===== src/rtl/eepw_pkg.sv =====
package eepw_pkg;

    localparam int ADDR_W = 13;
    localparam int OFF_W  = 5;
    localparam int DATA_W = 8;
    localparam int PAGE_W = ADDR_W - OFF_W;

    typedef enum logic [2:0] {
        S_IDLE,
        S_GAP,
        S_SETUP,
        S_LOW,
        S_HOLD,
        S_DRAIN,
        S_BSY_LO,
        S_BSY_HI
    } ctl_state_t;

    typedef struct packed {
        logic [PAGE_W-1:0] page;
        logic [OFF_W-1:0]  off;
    } waddr_t;

    typedef struct packed {
        logic short_page;
        logic timeout;
    } stat_t;

    function automatic logic at_page_end(input logic [OFF_W-1:0] off);
        return &off;
    endfunction

    function automatic int max3(input int a, input int b, input int c);
        int m;
        m = (a > b) ? a : b;
        return (m > c) ? m : c;
    endfunction

endpackage


===== src/rtl/eepw_pace.sv =====
module eepw_pace #(
    parameter int BLC_CYC   = 12,
    parameter int SETUP_CYC = 2
) (
    input  logic clk,
    input  logic rst,
    input  logic clr,
    input  logic run,
    output logic late,
    output logic drained
);
    localparam int LATEST = BLC_CYC - SETUP_CYC - 1;
    localparam int C_W    = $clog2(BLC_CYC + 1);

    logic [C_W-1:0] cnt;

    // Counts write-enable-high cycles since the last rising edge, minus one.
    always_ff @(posedge clk) begin
        if (rst || clr) begin
            cnt <= '0;
        end else if (run && cnt != C_W'(BLC_CYC)) begin
            cnt <= cnt + 1'b1;
        end
    end

    assign late    = (cnt >= C_W'(LATEST));
    assign drained = (cnt >= C_W'(BLC_CYC - 1));
endmodule


===== src/rtl/eepw_wdog.sv =====
module eepw_wdog #(
    parameter int WD_CYC = 4000
) (
    input  logic clk,
    input  logic rst,
    input  logic clr,
    input  logic run,
    output logic expired
);
    localparam int C_W = $clog2(WD_CYC + 1);

    logic [C_W-1:0] cnt;

    always_ff @(posedge clk) begin
        if (rst || clr) begin
            cnt <= '0;
        end else if (run && cnt != C_W'(WD_CYC)) begin
            cnt <= cnt + 1'b1;
        end
    end

    assign expired = (cnt == C_W'(WD_CYC));
endmodule


===== src/rtl/eeprom_pgwr_ctrl.sv =====
module eeprom_pgwr_ctrl
    import eepw_pkg::*;
#(
    parameter int SETUP_CYC = 2,
    parameter int PULSE_CYC = 3,
    parameter int HOLD_CYC  = 2,
    parameter int BLC_CYC   = 12,
    parameter int WD_CYC    = 4000
) (
    input  logic              clk,
    input  logic              rst,
    input  logic              req_valid,
    output logic              req_ready,
    input  logic [ADDR_W-1:0] req_addr,
    input  logic [OFF_W-1:0]  req_cnt,
    input  logic              dat_valid,
    output logic              dat_ready,
    input  logic [DATA_W-1:0] dat_byte,
    output logic              mem_ce_n,
    output logic              mem_we_n,
    output logic              mem_oe_n,
    output logic [ADDR_W-1:0] mem_addr,
    output logic [DATA_W-1:0] mem_dq_o,
    output logic              mem_dq_oe,
    input  logic              mem_rdy,
    output logic              done,
    output logic              done_short,
    output logic              done_timeout
);
    localparam int TMAX = max3(SETUP_CYC, PULSE_CYC, HOLD_CYC);
    localparam int T_W  = (TMAX > 1) ? $clog2(TMAX + 1) : 1;
    localparam int H_W  = $clog2(BLC_CYC + 2);

    ctl_state_t        st;
    waddr_t            wa;
    logic [OFF_W-1:0]  left;
    logic [DATA_W-1:0] byte_q;
    logic [T_W-1:0]    tmr;
    logic              first, fin, done_q;
    stat_t             stat_q;
    logic [1:0]        rdy_sync;
    logic              rdy_s, late, drained, expired;

    // Ready/busy is an asynchronous pin: two-flop synchronizer.
    always_ff @(posedge clk) begin
        if (rst) rdy_sync <= 2'b11;
        else     rdy_sync <= {rdy_sync[0], mem_rdy};
    end
    assign rdy_s = rdy_sync[1];

    eepw_pace #(.BLC_CYC(BLC_CYC), .SETUP_CYC(SETUP_CYC)) u_pace (
        .clk    (clk),
        .rst    (rst),
        .clr    (st == S_LOW && tmr == T_W'(PULSE_CYC - 1)),
        .run    (st == S_HOLD || st == S_GAP || st == S_DRAIN),
        .late   (late),
        .drained(drained)
    );

    eepw_wdog #(.WD_CYC(WD_CYC)) u_wdog (
        .clk    (clk),
        .rst    (rst),
        .clr    (st == S_DRAIN),
        .run    (st == S_BSY_LO || st == S_BSY_HI),
        .expired(expired)
    );

    always_ff @(posedge clk) begin
        if (rst) begin
            st     <= S_IDLE;
            wa     <= '0;
            left   <= '0;
            byte_q <= '0;
            tmr    <= '0;
            first  <= 1'b1;
            fin    <= 1'b0;
            done_q <= 1'b0;
            stat_q <= '0;
        end else begin
            done_q <= 1'b0;
            unique case (st)
                S_IDLE: if (req_valid) begin
                    wa     <= req_addr;
                    left   <= req_cnt;
                    first  <= 1'b1;
                    fin    <= 1'b0;
                    stat_q <= '0;
                    st     <= S_GAP;
                end
                S_GAP: if (dat_valid) begin
                    byte_q <= dat_byte;
                    tmr    <= '0;
                    st     <= S_SETUP;
                end else if (!first && late) begin
                    // Deadline reached with no byte: close the page.
                    stat_q.short_page <= 1'b1;
                    fin               <= 1'b1;
                    st                <= S_DRAIN;
                end
                S_SETUP: if (tmr == T_W'(SETUP_CYC - 1)) begin
                    tmr <= '0;
                    st  <= S_LOW;
                end else tmr <= tmr + 1'b1;
                S_LOW: if (tmr == T_W'(PULSE_CYC - 1)) begin
                    tmr <= '0;
                    st  <= S_HOLD;
                end else tmr <= tmr + 1'b1;
                S_HOLD: if (tmr == T_W'(HOLD_CYC - 1)) begin
                    tmr    <= '0;
                    first  <= 1'b0;
                    wa.off <= wa.off + 1'b1;
                    if (left == '0) begin
                        fin <= 1'b1;
                        st  <= S_DRAIN;
                    end else begin
                        left <= left - 1'b1;
                        st   <= at_page_end(wa.off) ? S_DRAIN : S_GAP;
                    end
                end else tmr <= tmr + 1'b1;
                S_DRAIN: if (drained) st <= S_BSY_LO;
                S_BSY_LO: if (expired) begin
                    stat_q.timeout <= 1'b1;
                    done_q         <= 1'b1;
                    st             <= S_IDLE;
                end else if (!rdy_s) st <= S_BSY_HI;
                S_BSY_HI: if (expired) begin
                    stat_q.timeout <= 1'b1;
                    done_q         <= 1'b1;
                    st             <= S_IDLE;
                end else if (rdy_s) begin
                    if (fin) begin
                        done_q <= 1'b1;
                        st     <= S_IDLE;
                    end else begin
                        wa.page <= wa.page + 1'b1;
                        first   <= 1'b1;
                        st      <= S_GAP;
                    end
                end
                default: st <= S_IDLE;
            endcase
        end
    end

    assign req_ready    = (st == S_IDLE);
    assign dat_ready    = (st == S_GAP);
    assign mem_ce_n     = !(st == S_SETUP || st == S_LOW || st == S_HOLD);
    assign mem_we_n     = (st != S_LOW);
    assign mem_oe_n     = 1'b1;
    assign mem_dq_oe    = !mem_ce_n;
    assign mem_addr     = wa;
    assign mem_dq_o     = byte_q;
    assign done         = done_q;
    assign done_short   = done_q & stat_q.short_page;
    assign done_timeout = done_q & stat_q.timeout;

    // Independent observer of write-enable high time within a page.
    logic [H_W-1:0] we_hi_cnt;
    logic           page_open;
    always_ff @(posedge clk) begin
        if (rst) begin
            we_hi_cnt <= '0;
            page_open <= 1'b0;
        end else begin
            if (!mem_we_n) we_hi_cnt <= '0;
            else if (we_hi_cnt != H_W'(BLC_CYC + 1)) we_hi_cnt <= we_hi_cnt + 1'b1;
            if (st == S_LOW)        page_open <= 1'b1;
            else if (st == S_DRAIN) page_open <= 1'b0;
        end
    end

    p_we_in_ce_r3: assert property (@(posedge clk) disable iff (rst)
        !mem_we_n |-> !mem_ce_n);

    p_bus_stable_r3: assert property (@(posedge clk) disable iff (rst)
        (!mem_ce_n && $past(!mem_ce_n)) |-> ($stable(mem_addr) && $stable(mem_dq_o)));

    p_byte_pace_r4: assert property (@(posedge clk) disable iff (rst)
        ($fell(mem_we_n) && page_open) |-> (we_hi_cnt <= H_W'(BLC_CYC)));

    p_drain_len_r5: assert property (@(posedge clk) disable iff (rst)
        (st == S_BSY_LO && $past(st) == S_DRAIN) |-> (we_hi_cnt >= H_W'(BLC_CYC)));

    p_done_pulse_r9: assert property (@(posedge clk) disable iff (rst)
        done |=> !done);

    p_tmo_flag_r8: assert property (@(posedge clk) disable iff (rst)
        done_timeout |-> (done && $past(st == S_BSY_LO || st == S_BSY_HI)));
endmodule


===== config.mk =====
export PLATFORM = sky130hd
export DESIGN_NAME = eeprom_pgwr_ctrl
export DESIGN_NICKNAME = d
export VERILOG_FILES = /design/src/rtl/eepw_pkg.sv /design/src/rtl/eepw_pace.sv /design/src/rtl/eepw_wdog.sv /design/src/rtl/eeprom_pgwr_ctrl.sv
export SDC_FILE = /design/constraint.sdc
export NUM_CORES = 1
export LEC_CHECK = 0
export BUFFER_PORTS_ARGS = -buffer_cell sky130_fd_sc_hd__buf_4
export CAP_MARGIN = 10
export CORE_ASPECT_RATIO = 1.1
export CORE_MARGIN = 5
export CORE_UTILIZATION = 50
export CTS_CLUSTER_DIAMETER = 200
export DETAILED_ROUTE_END_ITERATION = 8
export GPL_ROUTABILITY_DRIVEN = 0
export PLACE_DENSITY = 0.84
export SLEW_MARGIN = 20
export SYNTH_ARGS = -nofsm -noshare
export SYNTH_HDL_FRONTEND = slang
export SYNTH_SLANG_ARGS = --single-unit

===== constraint.sdc =====
create_clock -name clk -period 3.15 [get_ports clk]
set_input_delay 0.4725 -clock clk [delete_from_list [all_inputs] [get_ports clk]]
set_output_delay 0.4725 -clock clk [all_outputs]
set_load 0.005 [all_outputs]

; ---- After elaboration in Yosys (flattened, before gate mapping)
; Index checks and enable logic that the tools add are counted.
[totals]
register_bits = 54
latchBits = 0
ram_bits = 0
romBits = 0
inputBits = 31
output_inout_bits = 30
wordCells = 140
mem_count = 0
[op_classes]
n_addsub = 6
n_mul = 0
div_mod_pow = 0
order_cmp = 2
n_eq_ne = 30
shift = 0
muxes = 51
bitwise_logic = 2
reduce_logical = 35
[op_table]
columns = operator, count
row1 = $mux W3, 13
row2 = $mux W8, 3
row3 = $pmux W3 S8, 1
row4 = $mux W5, 4
row5 = $ne A2 B2 Y1 const B, 10
row6 = $pmux W5 S2, 2
row7 = $mux W1, 16
row8 = $pmux W8 S2, 1
row9 = $mux W13, 1
row10 = $add A12 B1 Y12 const B, 1
row11 = $eq A12 B12 Y1 const B, 1
row12 = $eq A3 B3 Y1 const B, 4
row13 = $ne A12 B12 Y1 const B, 1
row14 = $reduce_and A6 Y1, 2
row15 = $reduce_and A5 Y1, 2
row16 = $reduce_bool A3 Y1, 3
row17 = $add A8 B1 Y8 const B, 1
row18 = $ge A4 B4 Y1 const B, 2
row19 = $mux W2, 4
row20 = $ne A2 B1 Y1 const B, 4
row21 = $reduce_and A4 Y1, 2
row22 = $reduce_and A8 Y1, 1
row23 = $reduce_bool A2 Y1, 4
row24 = $logic_or A1 B1 Y1, 7
row25 = other kinds (22), 36

; ---- Depth between registers and ports, before layout
; Gate-level depths: netlist of the first run.
[logic_depth]
word_depth = 5
depth_mapped = 7
mapped_depth_nobuf = 7

; ---- Cells and area by module
; From an unflattened synthesis of the first run, not the netlist that was laid out.
[unflattened]
hier_cells = 390
area_unflattened_um2 = 3098.0
[modules_own_cells]
columns = module, n_inst, cells_per_inst, area_each_um2, seq_area_each_um2
row1 = eeprom_pgwr_ctrl, 1, 282, 2189.6, 760.7
row2 = eepw_wdog, 1, 77, 663.1, 240.2
row3 = eepw_pace, 1, 31, 245.2, 80.1

; ---- Worst setup path before layout of the first run
; OpenSTA, ideal clock, no wires.
[synth_timing]
path_kind = register to register
startpoint = register u_wdog.cnt[0]
endpoint = register wa (netlist bit mem_addr[5])
setup_time_ns = 0.070
arrival_time_ns = 1.740
t_required_ns = 3.080
path_slack_ns = 1.340
stages_incl_launch_ff = 8
n_path_buf = 0
period_less_slack_ns = 1.810
path_cell_list = dfxtp_1 inv_1 ha_1 nor4bb_1 a311o_1 o21a_1 or3_1 a21oi_1
[synth_between]
elab_chain_cells = 3
[synth_rtl]
columns = item, line_no
row1 = "start, declared", eepw_wdog.sv:12  ; logic [C_W-1:0] cnt;
row2 = "start signal, assigned", eepw_wdog.sv:18  ; cnt <= cnt + 1'b1;
row3 = $eq A12 B12 Y1, eepw_wdog.sv:22  ; assign expired = (cnt == C_W'(WD_CYC));
row4 = $ne A2 B2 Y1 (no source line), -
row5 = $reduce_and A5 Y1 (no source line), -
row6 = "end signal, assigned", eeprom_pgwr_ctrl.sv:83  ; wa <= req_addr;
row7 = "end, declared", eeprom_pgwr_ctrl.sv:35  ; waddr_t wa;
; No other way between the ends.
; A chain may end at the register's enable or synchronous reset.

; ---- Worst setup path in the final report of the first run
[layout_timing]
startpoint = register st[0]
endpoint = output mem_ce_n
[layout_between]
elab_chain_cells = 4
word_cells_on_any_way = 6
cone_classes = eq/ne (3) / reduce/logical (3)
[layout_rtl]
columns = item, line_no
row1 = "start, declared", eeprom_pgwr_ctrl.sv:34  ; ctl_state_t st;
row2 = "start signal, assigned", eeprom_pgwr_ctrl.sv:117  ; st <= at_page_end(wa.off) ? S_DRAIN : S_GAP;
row3 = $eq A3 B2 Y1, eeprom_pgwr_ctrl.sv:147  ; assign mem_ce_n = !(st == S_SETUP || st == S_LOW || st == S_HOLD);
row4 = $logic_or A1 B1 Y1, eeprom_pgwr_ctrl.sv:147
row5 = $logic_or A1 B1 Y1 *, eeprom_pgwr_ctrl.sv:147
row6 = $logic_not A1 Y1 *, eeprom_pgwr_ctrl.sv:147
row7 = "end, declared", eeprom_pgwr_ctrl.sv:19  ; output logic mem_ce_n,
; Every way passes the cells marked *; elsewhere a longest branch is shown, timed or not.

==> out/qor.yml, run 1 <==
cpPeakStageDelay_ns: 0.83
highest_layer: "met4"
route.met3.wl_um: 369
vias_per_cell: 5.50
worstMarginPinSlew_ns: 0.859
wl_met2_mm: 3.08
hp-class: "in2reg"
utilization_pct: 60.9
whs_ns: 0.352
synth_top_flop_cell: "dfxtp_1"
period_share_pct: 77.1
insertedDiodeCount: 0
initial_core_util_pct: 51.0
core-area_mm2: 0.00573
routed_wl_mm: 6.57
pin_count: 61
postRouteAntennaNets: 0
drc: 0
finalClockSkew_ns: 0.00741
p_int_w: 0.00145
cp_slowest_cell: "dfxtp_1"
wl_per_cell_um: 13.1
p_per_area_mw_per_mm2: 687
ys_types: 53
synth_edf_count: 0
wl_met1_mm: 3.02
dp_cells: 493
num_rows: 29
post_cts_buffers: 0
syn_area_mm2: 0.00292
outcome: "complete, no violations"
worstSkewPairLatency_ns: 0.31
grtUsageTotal_pct: 17.4
postCtsHoldBufs: 0
p_seq_share_pct: 41.4
root_buffer: "clkbuf_8"
synth_warnings: 0
final_common_cell: "buf_4"
clock.fmax_mhz: 412
cp_cell_sequence: "or3b_1 -> o21ai_0 -> inv_1 -> buf_4"
syn_inst: 371
drv_cap: 0
cts.clk_slew.worst_paths_ns: 0.09
die_h_um: 90.2
most-common-layout-cells: "buf_4 (63), dfxtp_1 (54), nor2_1 (53), nand2_1 (42), a21oi_1 (24)"
synth_top_cell_by_area: "dfxtp_1"
cts_resized: 0
fin_ws_ns: 0.723
pwr-share-comb_pct: 43.2
swShare_pct: 39.6
cts_inserted_buffers: 5
startpoint_type: "flop"
path_class: "reg2out"
dp_slack_ns: 0.866
grt_max_degree: 43
relSlewSlack_pct: 42.6
dp.final_hpwl_mm: 4.85
p_sw_w: 0.000949
end_kind: "output port"
p_leak_nw: 1.44
htree_levels: 2
cts_tree: "yes"
synth_nets: 412
syn_to_final_growth_pct: 19.4
worst_path_dominant_cell_family: "flip-flops"
vias: 2748
fin_crit_ns: 2.43
yosys.area.top_type_share_pct: 37.0
finalSetupTns_ns: 0
die_area_mm2: 0.00748
final_nets: 464
seq_area_frac_synth_pct: 37.0
port_buffers: 59
rsz0062_at_grt: "no"
hold_viol: 0
firstDrtPassIters: 4
grt_pass1_wl_mm: 11.1
setup-violations-final: 0
grt-ovfl-total: 0
clkPwrFrac_pct: 15.4
critPathBufInv: 2
cp.required_ns: 2.68
crit_arrival_ns: 1.95
clk_path_buf_depth: 2
drtIter0Drc: 154
final_cells: 500
cp_max_fo: 24
dieWidth_um: 82.9
antenna_found_initial: 0
ys_ff_latch: 54
drv_slew: 0
syn_avg_cell_area_um2: 7.88
grt_pass1_vias: 2525
drive_gt1_share_pct: 18.0
vdd_drop_max_mv: 0.386
ys_async_sr_fraction_pct: 0
cts.sinks: 54
yosys-top-cells-area: "dfxtp_1 (37%), nor2_1 (6.8%), nand2_1 (5.4%), ha_1 (4.3%), a21oi_1 (4.1%)"
cells by family (layout without fill, tap and decap cells):
family	Yosys count	count (layout)	share of synthesized area, %
other cells	1	1	0.128
flops	54	54	37.0
fa+ha+maj	10	10	4.28
xor+xnor	15	15	4.49
compound gates	87	87	19.2
simple gates	162	162	26.6
mux	12	12	4.15
buf+inv	30	82	4.19
power groups by stage:
stage          combinational, W  clock [W]  sequential (W)
6_report                0.00104   0.000369        0.000992
5_1_grt                 0.00116   0.000412         0.00102
4_1_cts                 0.00104   0.000376        0.000989
3_5_place_dp            0.00103          0         0.00100
3_3_place_gp            0.00101          0        0.000997
2_1_floorplan          0.000776          0        0.000918
final cells by class:
class	count	area [um^2]
well taps	77	96.3
repair buffers	63	473
fillers	540	2240
inverters	12	45.0
flip-flops and latches	54	1080
clock buffers	7	76.3
multi-input cells	287	1720
flip-flops by register name (all words and copies together) (netlist names), 2 cells and up:
register	flops
tmr	2
st	3
mem_dq_o	8
u_pace.cnt	4
left	5
stat_q	2
u_wdog.cnt	12
rdy_sync	2
mem_addr	13
per-layer routing:
layer / vias up / track usage [%]
met5: - / 0
met4: 0 / 6.27
met3: 8 / 4.66
met2: 70 / 29.5
met1: 1264 / 21.1
li1: 1406 / -
path summary, 6_finish.rpt:
kind / from / end / slack, ns / cells past startpoint
setup / recovery: st[0]$_SDFFE_PP0P_ / mem_ce_n / 0.72 / 4
hold / removal: mem_rdy / rdy_sync[0]$_SDFF_PP1_ / 0.35 / 2
setup reg to reg: st[0]$_SDFFE_PP0P_ / mem_addr[5]$_SDFFE_PP0P_ / 0.81 / 5
hold reg to reg: rdy_sync[0]$_SDFF_PP1_ / rdy_sync[1]$_SDFF_PP1_ / 0.42 / 1
synthesized netlist by cell type (all sizes together) (2+ instances only):
| library cell | n |
|---|---|
| o21a | 3 |
| and2 | 4 |
| or2 | 7 |
| a21oi | 24 |
| nor3 | 7 |
| mux2i | 11 |
| nand3b | 3 |
| xor2 | 11 |
| a22oi | 4 |
| a211oi | 6 |
| nand4 | 3 |
| or3 | 3 |
| a31oi | 8 |
| dfxtp | 54 |
| nand2b | 8 |
| xnor2 | 4 |
| a311oi | 4 |
| and3 | 8 |
| buf | 6 |
| o21bai | 2 |
| and4 | 2 |
| inv | 12 |
| nand2 | 42 |
| o21ai | 22 |
| nand3 | 13 |
| o221ai | 2 |
| o31ai | 3 |
| ha | 10 |
| nor2 | 54 |
| clkbuf | 12 |
| nor3b | 3 |
through the flow:
stage	total power, W	cell area (um^2)
floorplan	0.00169	2920
global placement	0.00201	3410
detailed placement	0.00204	3410
CTS	0.00240	3490
global route	0.00259	3490
finish	0.00240	3490
worst register-to-register path, delay by kind of cell (launching register included):
| family | cells | cell delay [ns] |
|---|---|---|
| flops | 1 | 0.83 |
| compound gates | 2 | 0.37 |
| buf+inv | 1 | 0.30 |
| simple gates | 2 | 0.78 |
(Power assumes the default switching activity.)
==> run 2: changes to the inputs <==
- ABC_AREA: unset -> 1
- PLACE_DENSITY: 0.84 -> 0.83
- clock period: 3.15 -> 2.45 ns (I/O delays scaled with it)
==> run 2 against run 1 <==
Hold slack worse by 0.12 ns. Non-clock buffer count fell by 3. Global-route usage up 1.5 points. Critical path depth is 2 higher. Sequential share of layout area down 1.7 points. Final cell count grew 21%. Clock power grew 38%. Synthesized cell count grew 27%. Die area up 7.2%. First-iteration DRC count up 32%. Sequential cell count is the same. Critical endpoint is now mem_dq_oe. Largest cell class unchanged. Highest routed layer unchanged.
==> out/qor.yml, run 2 <==
drv_slew: 0
pin_count: 61
clock.fmax_mhz: 486
p_int_w: 0.00196
cp_slowest_cell: "dfxtp_1"
cpPeakStageDelay_ns: 0.58
fillers: 602
cp_max_fo: 14
worstSkewPairLatency_ns: 0.31
cp.required_ns: 2.08
drive_gt1_share_pct: 19.1
synth_common_cells: "nand2_1 (121), dfxtp_1 (54), nor2_1 (51)"
p_sw_w: 0.00155
cts.sinks: 54
yosys.area.top_type_share_pct: 34.2
crit_arrival_ns: 1.69
drc: 0
htree_levels: 2
startpoint_type: "flop"
postCtsHoldBufs: 0
synth_warnings: 0
swShare_pct: 44.2
final_nets: 563
seq_area_frac_synth_pct: 34.2
ys_async_sr_fraction_pct: 0
die_area_mm2: 0.00802
synth_top_cell_by_area: "dfxtp_1"
yosys-top-cells-area: "dfxtp_1 (34%), nand2_1 (14%), nor2_1 (6.1%), inv_1 (5.9%), a21oi_1 (5.4%)"
critPathBufInv: 3
clkPwrFrac_pct: 14.5
postRouteAntennaNets: 0
multi_input_area_mm2: 0.00176
grt-ovfl-total: 0
cp_cell_sequence: "nor2_4 -> nand2_4 -> inv_2 -> nor2_1 -> inv_1 -> buf_4"
drtIter0Drc: 204
insertedDiodeCount: 0
num_rows: 30
p_seq_share_pct: 37.6
fin_ws_ns: 0.391
finalSetupTns_ns: 0
regArea_mm2: 0.00108
synth.most_common_cell: "nand2_1"
initial_core_util_pct: 51.4
dp_slack_ns: 0.640
antenna_found_initial: 0
worst_path_dominant_cell_family: "flip-flops"
cts_resized: 0
firstDrtPassIters: 5
root_buffer: "clkbuf_8"
dp.final_hpwl_mm: 5.63
outcome: "complete, no violations"
pwr-share-comb_pct: 47.9
dieWidth_um: 85.8
syn_avg_cell_area_um2: 6.73
setup-violations-final: 0
vias_per_cell: 5.28
syn_area_mm2: 0.00316
ys_types: 41
grt_pass1_wl_mm: 12.8
grt_pass1_vias: 3015
synth_nets: 511
p_per_area_mw_per_mm2: 950
wl_per_cell_um: 12.4
grt_max_degree: 21
hold_viol: 0
vdd_drop_max_mv: 0.514
cts.clk_slew.worst_paths_ns: 0.11
grtUsageTotal_pct: 19.0
most-common-layout-cells: "nand2_1 (121), buf_4 (60), dfxtp_1 (54), nor2_1 (51), inv_1 (50)"
syn_inst: 470
end_kind: "output port"
synth_edf_count: 0
rsz0062_at_grt: "no"
cts_inserted_buffers: 5
die_h_um: 93.4
drv_cap: 0
fin_crit_ns: 2.06
synth_top_flop_cell: "dfxtp_1"
routed_wl_mm: 7.49
core-area_mm2: 0.00616
port_buffers: 59
largest_reg_flops: 13
post_cts_buffers: 0
p_leak_nw: 1.69
vias: 3186
cts_tree: "yes"
ys_ff_latch: 54
period_share_pct: 84.0
syn_to_final_growth_pct: 17.0
path_class: "reg2out"
clk_path_buf_depth: 2
final_common_cell: "nand2_1"
hp-class: "in2reg"
finalClockSkew_ns: 0.0106
run 2: area by class of cell:
| cell class | count | share of cell area [%] |
|---|---|---|
| Multi-Input combinational cell | 344 | 47.7 |
| Sequential cell | 54 | 29.2 |
| Timing Repair Buffer | 60 | 12.2 |
| Inverter | 57 | 5.78 |
| Tap cell | 80 | 2.71 |
| Clock buffer | 5 | 1.86 |
| Clock inverter | 3 | 0.575 |
run 2: worst paths after layout:
kind / to / slack (ns) / cells after the start / startpoint
hold reg to reg: rdy_sync[1]$_SDFF_PP1_ / 0.43 / 1 / rdy_sync[0]$_SDFF_PP1_
setup reg to reg: u_wdog.cnt[2]$_SDFFE_PP0P_ / 0.60 / 10 / u_wdog.cnt[0]$_SDFFE_PP0P_
setup / recovery: mem_dq_oe / 0.39 / 6 / st[1]$_SDFFE_PP0P_
hold / removal: rdy_sync[0]$_SDFF_PP1_ / 0.23 / 2 / mem_rdy
run 2: logic make-up after synthesis:
group,share of synthesized area [%]
other,0.119
AOI/OAI and AO/OA,14.7
adders and majority gates,3.96
buffers and inverters,10.1
DFF,34.2
xor gates and xnor gates,1.38
and+or+nand+nor,35.6
run 2: worst reg2reg max path, delay by kind of cell (launching register included):
kind / cells / cell delay, ns
buffers and inverters: 2 / 0.34
AO/OA/AOI/OAI: 1 / 0.11
flip-flops: 1 / 0.34
adder cells (fa/ha/maj): 1 / 0.15
AND/OR/NAND/NOR: 6 / 0.83
run 2: per-layer routing:
metal | GRT usage [%] | vias up | routed length [um]
li1 | - | 1621 | -
met1 | 22.9 | 1462 | 3300
met2 | 32.9 | 87 | 3630
met3 | 3.70 | 16 | 411
met4 | 7.39 | 0 | 156
met5 | 0 | - | 0
run 2: per-stage QoR:
| stage | std cells | util, % | total power [W] | hold slack [ns] | cell area, um^2 |
|---|---|---|---|---|---|
| 2_1_floorplan | 470 | - | 0.00253 | 0.389 | 3160 |
| 3_3_place_gp | 595 | 58.6 | 0.00294 | 0.393 | 3610 |
| 3_5_place_dp | 595 | 58.6 | 0.00300 | 0.401 | 3610 |
| 4_1_cts | 603 | 60.1 | 0.00352 | 0.227 | 3700 |
| 5_1_grt | 603 | 60.1 | 0.00382 | 0.224 | 3700 |
| 6_report | 603 | 60.1 | 0.00351 | 0.234 | 3700 |
run 2: power groups by stage:
stage               clock [W]  sequential [W]  combinational (W)
finish               0.000508         0.00132            0.00168
global route         0.000557         0.00136            0.00191
CTS                  0.000525         0.00132            0.00168
detailed placement          0         0.00133            0.00167
global placement            0         0.00133            0.00161
floorplan                   0         0.00128            0.00125
